===== src/rtl/mux_bus_ctrl.sv =====
module mux_bus_ctrl #(
  parameter int ADDR_W = 18
) (
  input  logic              clk,
  input  logic              rst_n,
  input  logic              bus_narrow,
  input  logic              nowait,
  input  logic              req_valid,
  output logic              req_ready,
  input  logic [ADDR_W-1:0] req_addr,
  input  logic [15:0]       req_wdata,
  input  logic              req_word,
  input  logic              req_write,
  input  logic              req_internal,
  output logic              done,
  output logic [15:0]       rdata,
  output logic              ale,
  output logic              rd_n,
  output logic              wel_n,
  output logic              weh_n,
  output logic [ADDR_W-17:0] addr_up,
  output logic [7:0]        lo_out,
  output logic              lo_oe,
  input  logic [7:0]        lo_in,
  output logic [7:0]        hi_out,
  output logic              hi_oe,
  input  logic [7:0]        hi_in,
  input  logic              rdy_n,
  input  logic              hold_n,
  output logic              hlda_n
);

  typedef enum logic [2:0] {S_IDLE, S_ADDR, S_WT, S_STRB, S_FIN, S_HOLD} st_t;
  st_t state;

  logic [ADDR_W-1:0] r_addr;
  logic [15:0]       r_wdata;
  logic              r_word, r_wr, r_int, second;

  wire              wide      = !bus_narrow || r_int;
  wire              word_cyc  = r_word && wide && !r_addr[0];
  wire              split     = r_word && !word_cyc;
  wire              last      = !split || second;
  wire [ADDR_W-1:0] cur_addr  = r_addr + ADDR_W'(second);
  wire [7:0]        bdat      = second ? r_wdata[15:8] : r_wdata[7:0];
  wire              strobe_ph = (state == S_WT) || (state == S_STRB);
  wire              use_lo    = !wide || word_cyc || !cur_addr[0];
  wire              use_hi    = wide && (word_cyc || cur_addr[0]);
  wire              addr_ph   = (state == S_ADDR);
  wire [7:0]        rbyte     = (wide && cur_addr[0]) ? hi_in : lo_in;

  assign req_ready = (state == S_IDLE) && hold_n;
  assign done      = (state == S_FIN) && last;
  assign hlda_n    = (state != S_HOLD);
  assign ale       = addr_ph;
  assign rd_n      = !(strobe_ph && !r_wr);
  assign wel_n     = !(strobe_ph && r_wr && use_lo);
  assign weh_n     = !(strobe_ph && r_wr && use_hi);
  assign addr_up   = cur_addr[ADDR_W-1:16];

  assign lo_out = addr_ph ? cur_addr[7:0] : (word_cyc ? r_wdata[7:0] : bdat);
  assign hi_out = (addr_ph || !wide) ? cur_addr[15:8] :
                  (word_cyc ? r_wdata[15:8] : bdat);
  assign lo_oe  = addr_ph || (strobe_ph && r_wr && use_lo);
  assign hi_oe  = addr_ph || (strobe_ph && (!wide || (r_wr && use_hi)));

  always_ff @(posedge clk or negedge rst_n) begin
    if (!rst_n) begin
      state   <= S_IDLE;
      r_addr  <= '0;
      r_wdata <= '0;
      r_word  <= 1'b0;
      r_wr    <= 1'b0;
      r_int   <= 1'b0;
      second  <= 1'b0;
      rdata   <= '0;
    end else begin
      case (state)
        S_IDLE: begin
          if (!hold_n) state <= S_HOLD;
          else if (req_valid) begin
            r_addr  <= req_addr;
            r_wdata <= req_wdata;
            r_word  <= req_word;
            r_wr    <= req_write;
            r_int   <= req_internal;
            second  <= 1'b0;
            rdata   <= '0;
            state   <= S_ADDR;
          end
        end
        S_ADDR: state <= nowait ? S_STRB : S_WT;
        S_WT:   state <= S_STRB;
        S_STRB: begin
          if (rdy_n) begin
            if (!r_wr) begin
              if (word_cyc)    rdata <= {hi_in, lo_in};
              else if (second) rdata[15:8] <= rbyte;
              else             rdata[7:0]  <= rbyte;
            end
            state <= S_FIN;
          end
        end
        S_FIN: begin
          if (!last) begin
            second <= 1'b1;
            state  <= S_ADDR;
          end else begin
            state <= hold_n ? S_IDLE : S_HOLD;
          end
        end
        S_HOLD:  if (hold_n) state <= S_IDLE;
        default: state <= S_IDLE;
      endcase
    end
  end

  assert_narrow_weh_high_R4: assert property (@(posedge clk) disable iff (!rst_n)
    (bus_narrow && !r_int && state != S_IDLE && state != S_HOLD) |-> weh_n);

  assert_rd_we_exclusive_R5: assert property (@(posedge clk) disable iff (!rst_n)
    rd_n || (wel_n && weh_n));

  assert_ale_then_strobe_R6: assert property (@(posedge clk) disable iff (!rst_n)
    ale |=> (!ale && (!rd_n || !wel_n || !weh_n)));

  assert_rdy_stretch_R7: assert property (@(posedge clk) disable iff (!rst_n)
    (state == S_STRB && !rdy_n) |=> (state == S_STRB && $stable({rd_n, wel_n, weh_n})));

  assert_hold_quiet_R8: assert property (@(posedge clk) disable iff (!rst_n)
    !hlda_n |-> (!ale && rd_n && wel_n && weh_n && !lo_oe && !hi_oe && !req_ready));

  assert_hold_enter_R8: assert property (@(posedge clk) disable iff (!rst_n)
    (state == S_IDLE && !hold_n) |=> !hlda_n);

  assert_wait_inserted_R9: assert property (@(posedge clk) disable iff (!rst_n)
    (ale && !nowait) |=> (state == S_WT));

endmodule


===== config.mk =====
export PLATFORM = sky130hd
export DESIGN_NAME = mux_bus_ctrl
export DESIGN_NICKNAME = d
export VERILOG_FILES = /design/src/rtl/mux_bus_ctrl.sv
export SDC_FILE = /design/constraint.sdc
export NUM_CORES = 1
export LEC_CHECK = 0
export BUFFER_PORTS_ARGS = -buffer_cell sky130_fd_sc_hd__buf_2
export CAP_MARGIN = 0
export CORE_MARGIN = 1
export CORE_UTILIZATION = 52
export DETAILED_ROUTE_END_ITERATION = 10
export PLACE_DENSITY = 0.84
export SYNTH_ARGS = -nofsm -noshare
export SYNTH_HDL_FRONTEND = slang
export SYNTH_SLANG_ARGS = --single-unit

===== constraint.sdc =====
create_clock -name clk -period 2.1 [get_ports clk]
set_input_delay 0.105 -clock clk [delete_from_list [all_inputs] [get_ports clk]]
set_output_delay 0.105 -clock clk [all_outputs]
set_load 0.02 [all_outputs]

==> flow_summary.ini <==
[status]
status = finished, violations left
failed_checks = hold timing, setup timing

[yosys]
synthFlopType = dfrtp_1
avgSynthCellArea_um2 = 10.8
netlist_instances = 320
syn_nets = 382
ys_warn_count = 0
syn_area_um2 = 3440
ys_ff_latch = 57
synth_area_leaders = dfrtp_1, mux2_2, mux2i_1, xnor2_1, o221ai_1
synth-edff-count = 0
synth_area_leader_cell = dfrtp_1
async_flop_share_pct = 100
yosysTopAreaCellShare_pct = 41.4
synth_cell_type_count = 48
yosysSeqAreaShare_pct = 41.4

[layout]
stdcell_count = 542
final_cell_mix = buf_2, dfrtp_1, mux2_2
fillerInstances = 438
antenna_cells = 0
utilization_pct = 74.0
fin_area_um2 = 4730
multi_input_area_um2 = 1970
drive_above_1_share_pct = 46.9
regArea_um2 = 1430
area_growth_pct = 37.2
mostFrequentLayoutCell = buf_2
layout.nets = 523

[floorplanning]
dieWidth_um = 83.4
die_area_um2 = 6950
start_util_pct = 53.9
core_area_um2 = 6390
fp.dieH_um = 83.4
num_rows = 29
io_pins = 103

[clocking]
cts_tree = done
clock_latency_ns = 0.34
h-tree-depth = 3
cts_buffers = 9
cts-root-buf = clkbuf_8
clkSinkCount = 57
clock_path_buffers = 2
clk_pin_slew_worst_paths_ns = 0.06

[pwr]
power.leakage_nw = 2.31
switching_share_pct = 45.7
switching_power_mw = 3.53
powerDensity_nw_per_um2 = 1630
peakVddDrop_mv = 1.04
power_frac_seq_pct = 28.0
internal_power_mw = 4.19
comb_power_share_pct = 59.4
clkPwrFrac_pct = 12.6

[routing]
drt_iter0_markers = 242
final_antenna_net_count = 0
wirelength_mm = 9.96
wl_per_cell_um = 18.4
routed-via-count = 3226
first_pass_iters = 5
routed_via_density = 5.95
route.detailed.drc = 0

[sta]
hold_violations = 4
rsz0062_at_grt = yes
max_freq_ghz = 0.455
fin_skew_ns = 0.00768
tightest_slew_ns = 0.730
timing.final.ws_setup_ns = -0.100
drv_slew = 0
post-route-period-util_pct = 105
fin_hold_ws_ns = -0.00368
setup_viol_count_final = 3
period_needed_ns = 2.20
maxSlewHeadroom_pct = 51.4

[setup_path]
crit_top_cell = ha_4
crit_buf_inv = 1
cpLargestDelayFamily = flip-flops
path_class = reg2out
reg2regPathDepth = 4
worstSetupEndpointType = output pin
setup.reg_to_reg.worst_slack_ns = 0.12
cp-startpoint = r_addr[0]
crit_chain = ha_4 -> ha_4 -> and4_1 -> nand4_1 -> xor2_1 -> mux2i_1 -> buf_2
cp-start-kind = flop
r2r-start = r_addr[0]
arrival_ns = 2.10
timing.rr.end = rdata[6]
critPathMaxFanout = 4
slowest_stage = dfrtp_1
required_ns = 2.00
slowest_delay_ns = 0.42

[grt]
grtUsageMet1_pct = 31.7
met2_usage_pct = 46.6
grt_util_all_layers_pct = 27.2
grt-ovfl-total = 0
gr-max-usage-layer = met2
grt_max_degree = 58
grt_pass1_wl_mm = 14.8
grt.met3_usage_pct = 6.36
antenna_found_initial = 0
grt_pass1_vias = 3056

[hold_path]
hp-start = req_wdata[12]
min_path_cells = 2
min_to = r_wdata[12]
hold_class = in2reg

[run]
drv_cap = 0

[placed_design]
pre_cts_ws_ns = 0.122
dp.cells = 490
routabilityCongestion = 0.874
port_buffers = 102
placed_cell_area_um2 = 4040
dp_hpwl_mm = 6.49
-- worst reg2reg max path: cells and delay by family (launching register included) --
kind	cells	cell delay, ns
flip-flops	1	0.43
AND/OR/NAND/NOR	2	0.78
AO/OA/AOI/OAI	1	0.29
multiplexers	1	0.37
-- metal layers --
layer | vias up | part of all wire (%)
met5 | - | 0
met3 | 38 | 7.6
met2 | 178 | 49
li1 | 1459 | -
met1 | 1551 | 40
met4 | 0 | 4.1
-- power groups by stage --
stage	registers (mW)	logic (mW)	clock network (mW)
6_report	2.16	4.58	0.969
5_1_grt	2.20	4.88	1.03
4_1_cts	2.13	4.23	0.965
3_5_place_dp	2.13	4.00	0
3_3_place_gp	2.09	3.91	0
2_1_floorplan	2.10	2.81	0
-- area by class of cell --
type | count | area share [%]
Sequential cell | 57 | 30.3
Multi-Input combinational cell | 222 | 41.6
Timing Repair Buffer | 150 | 20.5
Inverter | 21 | 1.72
Clock buffer | 13 | 3.57
Tap cell | 77 | 2.04
Clock inverter | 2 | 0.265
-- synthesized netlist by cell type, types with 8 or more instances --
cell type / count
dfrtp_1: 57
mux2_2: 44
mux2i_1: 35
inv_1: 20
nand2_1: 17
a31oi_1: 10
xnor2_1: 10
a211oi_1: 9
o21ai_0: 9
o221ai_1: 9
a41oi_1: 8
nor3_1: 8
-- metrics by stage --
step                      TNS (ns)  total power, mW
after global routing        -0.937             8.11
final                       -0.193             7.71
after global placement           0             6.00
after detailed placement         0             6.13
after floorplan                  0             4.92
after CTS                  -0.0743             7.32
-- cells by family (layout without fill, tap and decap cells) --
kind of cell / Yosys count / after routing / share of synthesized area, %
xor gates and xnor gates: 15 / 15 / 3.82
adders and majority gates: 2 / 2 / 0.727
DFF: 57 / 57 / 41.4
buffers and inverters: 41 / 186 / 5.38
AOI/OAI and AO/OA: 60 / 60 / 13.2
muxes: 80 / 80 / 24.9
and+or+nand+nor: 65 / 65 / 10.5
-- registers in the layout, indices dropped and copies added, names as in the netlist --
name	count
second	1
rdata	16
r_addr	18
r_wdata	16
state	3
r_int	1
r_wr	1
r_word	1
-- how the worst max path moves through the flow --
stage,endpoint,slack (ns),cells past startpoint
final,hi_out[2],-0.10,7
after global routing,hi_out[4],-0.12,8
after CTS,hi_out[6],-0.05,7
after detailed placement,r_wdata[11],0.12,6
after global placement,rdata[4],0.21,5
after floorplan,hi_oe,0.09,6
-- timing repair --
action,in CTS,in global routing
hold buffers,9,10
setup buffers,7,11
endpoints found under the hold margin,65,10
pin swaps,7,5
setup endpoints to repair,19,19
gates resized for setup,19,19
(Power assumes the default switching activity.)
